**config.mk**
```make
export PLATFORM = sky130hd
export DESIGN_NAME = wr_guard
export DESIGN_NICKNAME = d
export VERILOG_FILES = /design/src/rtl/wr_guard.sv
export SDC_FILE = /design/constraint.sdc
export NUM_CORES = 1
export LEC_CHECK = 0
export ABC_AREA = 1
export BUFFER_PORTS_ARGS = -buffer_cell sky130_fd_sc_hd__buf_2
export CORE_AREA = 2 2 39 41
export CTS_BUF_LIST = sky130_fd_sc_hd__clkbuf_2
export DETAILED_ROUTE_END_ITERATION = 10
export DIE_AREA = 0 0 41 43
export HOLD_SLACK_MARGIN = 0.02
export PLACE_DENSITY = 0.59
export SYNTH_ARGS = -nofsm -noshare
export SYNTH_HDL_FRONTEND = slang
export SYNTH_SLANG_ARGS = --single-unit
```
**constraint.sdc**
```tcl
create_clock -name clk -period 1 [get_ports clk]
set_input_delay 0.2 -clock clk [delete_from_list [all_inputs] [get_ports clk]]
set_output_delay 0.2 -clock clk [all_outputs]
set_load 0.02 [all_outputs]
```
**src/rtl/wr_guard.sv**
```systemverilog
module wr_guard #(
  parameter int ADDR_W = 9
) (
  input  logic              clk,
  input  logic              rst_n,
  input  logic              cmd_set_en,
  input  logic              cmd_clr_en,
  input  logic              cmd_wrsr,
  input  logic [7:0]        sr_wdata,
  input  logic              cmd_end_wr,
  input  logic              wp_n,
  input  logic [ADDR_W-1:0] addr,
  output logic              mem_wr_ok,
  output logic              sr_wr_ok,
  output logic [7:0]        status
);
  localparam int TOP = ADDR_W - 1;

  logic       wel;
  logic [1:0] bp;
  logic       in_prot;

  assign sr_wr_ok = wel & wp_n;

  always_comb begin
    unique case (bp)
      2'b00:   in_prot = 1'b0;
      2'b01:   in_prot = addr[TOP] & addr[TOP-1];
      2'b10:   in_prot = addr[TOP];
      default: in_prot = 1'b1;
    endcase
  end

  assign mem_wr_ok = sr_wr_ok & ~in_prot;
  assign status    = {4'b0000, bp, wel, 1'b0};

  always_ff @(posedge clk or negedge rst_n) begin
    if (!rst_n)               wel <= 1'b0;
    else if (cmd_end_wr)      wel <= 1'b0;
    else if (cmd_clr_en)      wel <= 1'b0;
    else if (cmd_set_en)      wel <= 1'b1;
  end

  always_ff @(posedge clk or negedge rst_n) begin
    if (!rst_n)                    bp <= 2'b00;
    else if (cmd_wrsr && sr_wr_ok) bp <= sr_wdata[3:2];
  end
endmodule

```
==> impl_metrics.csv, run 1 <==
group,metric,value,unit
status,status,"finished, violations left",
status,violations,"setup timing",
synthesis,yosysSeqAreaShare,37.3,%
drt,wl_per_cell,7.65,µm
critical_path,startpoint_type,"register",
clock_tree,clkSinkCount,3,
floorplan,die_area,0.00176,mm²
timing,fmax,0.853,GHz
synthesis,avgSynthCellArea,7.46,µm²
clock_tree,clk_path_buf_depth,2,
synthesis,yosys.area_share.simple,34.8,%
critical_path,cp.required,0.80,ns
critical_path,crit_buf_inv,1,
synthesis,async_flop_share,100,%
synthesis,synthCells,27,
critical_path,cp-startpoint,"bp[0]",
power,p_int,0.307,mW
synthesis,synth_fa_ha_area_share,0,%
timing,finalSetupViolations,3,
synthesis,syn-cell-area,201,µm²
global_routing,grt_pass1_wl,710,µm
clock_tree,clk_latency,0.20,ns
timing,slew_viol_final,0,
worst_hold_path,hold_start,"cmd_end_wr",
drt,wirelength,482,µm
power,vdd_drop_max,0.322,mV
clock_tree,cts_tree,"built",
global_routing,grt_max_degree,5,
finish,final_core_util,25.2,%
floorplan,die_h,43,µm
synthesis,synth_cell_types,12,
floorplan,ios,34,
synthesis,synthDominantCellAreaShare,37.3,%
synthesis,synth_edf_count,0,
power,sw_frac_of_total,35.6,%
critical_path,worstPathMaxFanout,4,
critical_path,crit_type,"reg -> out",
global_routing,antenna_found_initial,0,
floorplan,core_area,0.00138,mm²
floorplan,start_util,14.6,%
drt,ant_nets,0,
timing,fin_crit_sh,117,%
critical_path,cp-end-kind,"output pin",
place,place_ws,0.0149,ns
finish,fin_nets,72,
worst_hold_path,hold_class,"in -> reg",
place,dp_hpwl,362,µm
finish,syn_to_final_growth,73.3,%
synthesis,synth_area_leaders,"dfrtp_1, buf_4, nand2_1",
power,power_frac_comb,32.1,%
power,leakage,0.194,nW
job,maxCapViolCount,0,
critical_path,crit_chain,"nand3_1 > nand2_2 > nor2_4 > buf_6",
place,gp_congestion,0.567,
synthesis,synth_mux_area_share,0,%
global_routing,grt.overflow.total,0,
timing,period_needed,1.17,ns
synthesis,yosysWarnings,0,
clock_tree,path_clk_slew,0.04,ns
critical_path,worstReg2RegStart,"wel",
critical_path,cpMaxStageDelayCell,"dfrtp_1",
drt,drt_pass1_iterations,1,
power,seq_power_share,33.1,%
synthesis,synth.most_common_cell,"buf_4",
synthesis,synth_compound_gate_area_share,0,%
floorplan,die_w,41,µm
power,power_density,1360,mW/mm²
timing,rsz0062_at_grt,"true",
critical_path,critical_path.top_delay_family,"flip-flops",
synthesis,synth_common_cells,"buf_4, nand2_1, dfrtp_1, nor2_1",
power,p_sw,0.170,mW
finish,nFillCells,165,
finish,diodes,0,
synthesis,ys_ff_latch,3,
clock_tree,cts_buffers,3,
drt,vias,220,
global_routing,grt_usage,6.95,%
critical_path,crit_arrival,0.97,ns
synthesis,synth_xor_area_share,0,%
synthesis,ys.flop_type,"dfrtp_1",
global_routing,grt_pass1_vias,204,
critical_path,critPathMaxStageDelay,0.40,ns
synthesis,yosysTopAreaCell,"dfrtp_1",
clock_tree,htreeDepth,1,
drt,drt_iter0_drc,0,
timing,hold_viol_final,0,
finish,layout-drive-gt1-share,57.4,%
place,numPortBuffers,15,
clock_tree,root_buffer,"clkbuf_2",
drt,post_drt_via_cell_ratio,3.49,
drt,drc_errors,0,
power,p_clk_share,34.8,%
timing,skew,0.00565,ns
timing,setup_slack,-0.172,ns
floorplan,rows,14,
synthesis,synth_top_family_by_area,"simple AND/OR/NAND/NOR gates",
[worst reg2reg max path, stage by stage (launching register included)]
cell and delay (ns):
dfrtp_1 0.38, buf_6 0.12, buf_4 0.14, nor2_1 0.10, nor3_1 0.05
[cells by family after synthesis]
kind of cell           after synthesis
buffers and inverters                8
flip-flops                           3
other                                1
AND/OR/NAND/NOR                     15
[flip-flops by register name, summed over array words and instances, names as in the netlist]
signal	flops
bp	2
wel	1
[stage by stage]
step	setup TNS [ns]	area (µm²)	total power [mW]	hold slack (ns)	std cells
global route	-0.386	349	0.516	0.150	63
detailed placement	0	279	0.293	-0.00193	57
floorplan	-0.00675	221	0.256	-0.0956	31
CTS	-0.367	358	0.493	0.142	64
finish	-0.213	349	0.476	0.157	63
global placement	0	279	0.293	-0.00371	57
[power groups by stage]
stage,clock (mW),sequential [mW],combinational [mW]
finish,0.166,0.158,0.153
global route,0.184,0.161,0.170
CTS,0.179,0.156,0.158
detailed placement,0,0.158,0.136
global placement,0,0.159,0.134
floorplan,0,0.180,0.0754
[final timing paths]
kind / to / slack [ns] / cells after the start
max: mem_wr_ok / -0.17 / 4
min: wel / 0.16 / 2
max reg2reg: wel / 0.09 / 4
min reg2reg: bp[1] / 0.51 / 2
max in group asynchronous: bp[0] / 0.57 / 2
min in group asynchronous: bp[1] / 0.32 / 2
[cell usage in the layout (no fill, tap or decap)]
master         count
clkbuf_2           4
dfrtp_1            3
dlygate4sd3_1      1
buf_4              1
nand4_1            2
nor2_4             1
nor2_1             1
nand2_2            1
nand3_1            1
nor2_2             2
nor3_1             1
conb_1             5
nand3_2            1
buf_6              4
buf_2             12
inv_2              1
nand2_1            5
inv_1              1
[repair_timing]
item	in CTS	in global routing
buffers inserted	2	0
setup endpoints to repair	3	6
hold buffers	1	0
hold endpoints to repair	3	0
pin swaps	3	1
gates resized for setup	10	1
[final cells by class]
cell class              instances  area, µm²  share of cell area [%]
repair buffers                 18        123                    35.1
multi-input cells              20        104                    29.7
flip-flops and latches          3       75.1                    21.5
clock buffers                   4       20.0                    5.73
well taps                      16       20.0                    5.73
inverters                       2       7.51                    2.15
[routing by layer]
metal	vias up	share of wire, %	GRT usage (%)
li1	114	-	-
met1	95	32	5.84
met2	11	57	10.3
met3	0	11	3.14
met4	0	0	8.00
met5	-	0	0
Power figures use the tool's default switching activity.
==> run 2: changes to the inputs <==
--- a/config.mk
+++ b/config.mk
@@ -5,14 +5,13 @@
 export SDC_FILE = /design/constraint.sdc
 export NUM_CORES = 1
 export LEC_CHECK = 0
-export ABC_AREA = 1
 export BUFFER_PORTS_ARGS = -buffer_cell sky130_fd_sc_hd__buf_2
 export CORE_AREA = 2 2 39 41
 export CTS_BUF_LIST = sky130_fd_sc_hd__clkbuf_2
 export DETAILED_ROUTE_END_ITERATION = 10
 export DIE_AREA = 0 0 41 43
 export HOLD_SLACK_MARGIN = 0.02
-export PLACE_DENSITY = 0.59
+export PLACE_DENSITY = 0.58
 export SYNTH_ARGS = -nofsm -noshare
 export SYNTH_HDL_FRONTEND = slang
 export SYNTH_SLANG_ARGS = --single-unit
==> impl_metrics.csv, run 2 <==
group,metric,value,unit
power,power_density,1500,mW/mm²
synthesis,synth_cell_types,11,
global_routing,grt_pass1_wl,855,µm
finish,fin_area,398,µm²
timing,rsz0062_at_grt,"true",
timing,slew_viol_final,0,
timing,hold_viol_final,0,
finish,layout.cells.non_filler,58,
finish,final_core_util,28.8,%
synthesis,ys_ff_latch,3,
synthesis,synth_common_cells,"buf_4, dfrtp_1, mux2_1",
floorplan,die_w,41,µm
finish,syn_to_final_growth,111,%
clock_tree,root_buffer,"clkbuf_2",
floorplan,die_h,43,µm
power,power_frac_comb,44.8,%
finish,largestRegisters,"bp x2, wel x1",
timing,fmax,0.725,GHz
finish,largest_register,"bp",
timing,finalSetupViolations,7,
worst_hold_path,hold_class,"in -> reg",
critical_path,worstPathMaxFanout,2,
synthesis,synthDominantCellAreaShare,39.7,%
global_routing,grt_max_degree,4,
power,p_clk_share,28.1,%
critical_path,cp-end-kind,"output pin",
synthesis,yosysTopAreaCell,"dfrtp_1",
synthesis,async_flop_share,100,%
job,maxCapViolCount,0,
finish,fin_nets,67,
global_routing,grt_usage,8.74,%
synthesis,yosysSeqAreaShare,39.7,%
timing,fin_crit_sh,138,%
critical_path,rrSetupSlack,-0.05,ns
status,violations,"setup timing",
floorplan,die_area,0.00176,mm²
power,seq_power_share,27.1,%
critical_path,crit_arrival,1.18,ns
synthesis,synth_edf_count,0,
global_routing,antenna_found_initial,0,
power,vdd_drop_max,0.335,mV
drt,drc_errors,0,
clock_tree,clk_latency,0.20,ns
floorplan,core_area,0.00138,mm²
synthesis,yosysWarnings,0,
clock_tree,cts_tree,"built",
synthesis,synth_area_leaders,"dfrtp_1, buf_4, mux2_1",
global_routing,grt.overflow.total,0,
critical_path,cp.required,0.80,ns
place,gp_congestion,0.609,
finish,layout-drive-gt1-share,76.2,%
synthesis,ys.flop_type,"dfrtp_1",
drt,post_drt_via_cell_ratio,3.52,
drt,wl_per_cell,9.60,µm
clock_tree,htreeDepth,1,
place,placed_area,282,µm²
drt,vias,204,
critical_path,startpoint_type,"register",
status,status,"finished, violations left",
drt,drt_pass1_iterations,2,
timing,period_needed,1.38,ns
power,sw_frac_of_total,33.6,%
finish,diodes,0,
finish,layout_commonest_cell,"buf_2",
floorplan,ios,34,
synthesis,syn-cell-area,189,µm²
drt,wirelength,557,µm
synthesis,synth.most_common_cell,"buf_4",
worst_hold_path,worstHoldPathCells,2,
floorplan,start_util,13.7,%
place,numPortBuffers,15,
finish,layout_common_cells,"buf_2, buf_6, conb_1",
synthesis,avgSynthCellArea,9.94,µm²
power,p_int,0.397,mW
drt,ant_nets,0,
clock_tree,clkSinkCount,3,
timing,skew,0.00773,ns
finish,largest_reg_flops,2,
synthesis,synthCells,19,
place,dp_cells,49,
clock_tree,path_clk_slew,0.05,ns
power,p_sw,0.201,mW
clock_tree,clk_path_buf_depth,2,
place,dp_hpwl,350,µm
critical_path,reg2reg_depth,3,
global_routing,grt_pass1_vias,198,
clock_tree,cts_buffers,3,
timing,setup_slack,-0.378,ns
drt,drt_iter0_drc,2,
critical_path,crit_type,"reg -> out",
power,leakage,0.214,nW
floorplan,rows,14,
[run 2: cell count changes after synthesis, sizes merged]
cell / delta
a21o: +1
a221oi: +1
inv: -1
mux2: +2
nand2: -5
nand3: -1
nand4: -2
nor2: -3
[run 2: kinds of logic (layout without fill, tap and decap cells)]
family                 count (synthesis)  in the layout  share of synthesized area (%)
AND/OR/NAND/NOR                        4              4                           11.9
flip-flops                             3              3                           39.7
buffers and inverters                  7             26                           25.8
other                                  1              5                           1.98
multiplexers                           2              2                           11.9
AO/OA/AOI/OAI                          2              2                           8.61
[run 2: what timing repair did]
item                                    in CTS  in global routing
endpoints found under the setup margin       5                  7
buffers inserted                             4                  1
cloned                                       0                  0
pin swaps                                    2                  1
endpoints found under the hold margin        3                  0
gates resized for setup                     15                  2
hold buffers                                 1                  0
[run 2: worst max-delay path, cell delays in order, from the launching register on]
cell and delay [ns]:
dfrtp_2 0.40, a21o_1 0.18, a221oi_4 0.24, buf_6 0.15
[run 2: through the flow]
stage	power, mW	hold WS (ns)	TNS (ns)	setup WS (ns)
after global placement	0.318	0.000750	-0.196	-0.196
after detailed placement	0.321	0.00133	-0.202	-0.202
after CTS	0.602	0.132	-0.837	-0.400
after global routing	0.636	0.130	-1.01	-0.446
after floorplan	0.282	-0.0956	-0.179	-0.179
final	0.598	0.148	-0.767	-0.378
[run 2: power groups by stage]
stage / combinational [mW] / sequential [mW] / clock (mW)
after floorplan: 0.0782 / 0.204 / 0
after global placement: 0.137 / 0.180 / 0
after detailed placement: 0.140 / 0.181 / 0
after CTS: 0.262 / 0.163 / 0.177
after global routing: 0.284 / 0.166 / 0.186
final: 0.268 / 0.162 / 0.168
[run 2: final cells by class]
class                      instances  area, µm²
clock buffer                       4       20.0
fill                             148        986
inverter                           1       3.75
multi-input combinational         13        115
sequential                         3       77.6
tap                               16       20.0
timing repair buffer              21        161
[run 2: worst paths after layout]
path	start	to
worst max-delay path	bp[1]	mem_wr_ok
worst min-delay path	cmd_end_wr	wel
worst max register to register	wel	bp[0]
worst min register to register	bp[0]	bp[0]
max in group asynchronous	rst_n	bp[0]
min in group asynchronous	rst_n	wel
[run 2: metal layers]
layer / routed length, µm / GRT usage, % / vias up / share of wire [%]
met2: 303 / 13.1 / 14 / 54
met1: 165 / 6.45 / 89 / 30
met3: 79 / 6.81 / 2 / 14
met5: 0 / 0 / - / 0
li1: - / - / 99 / -
met4: 9 / 8.00 / 0 / 1.6
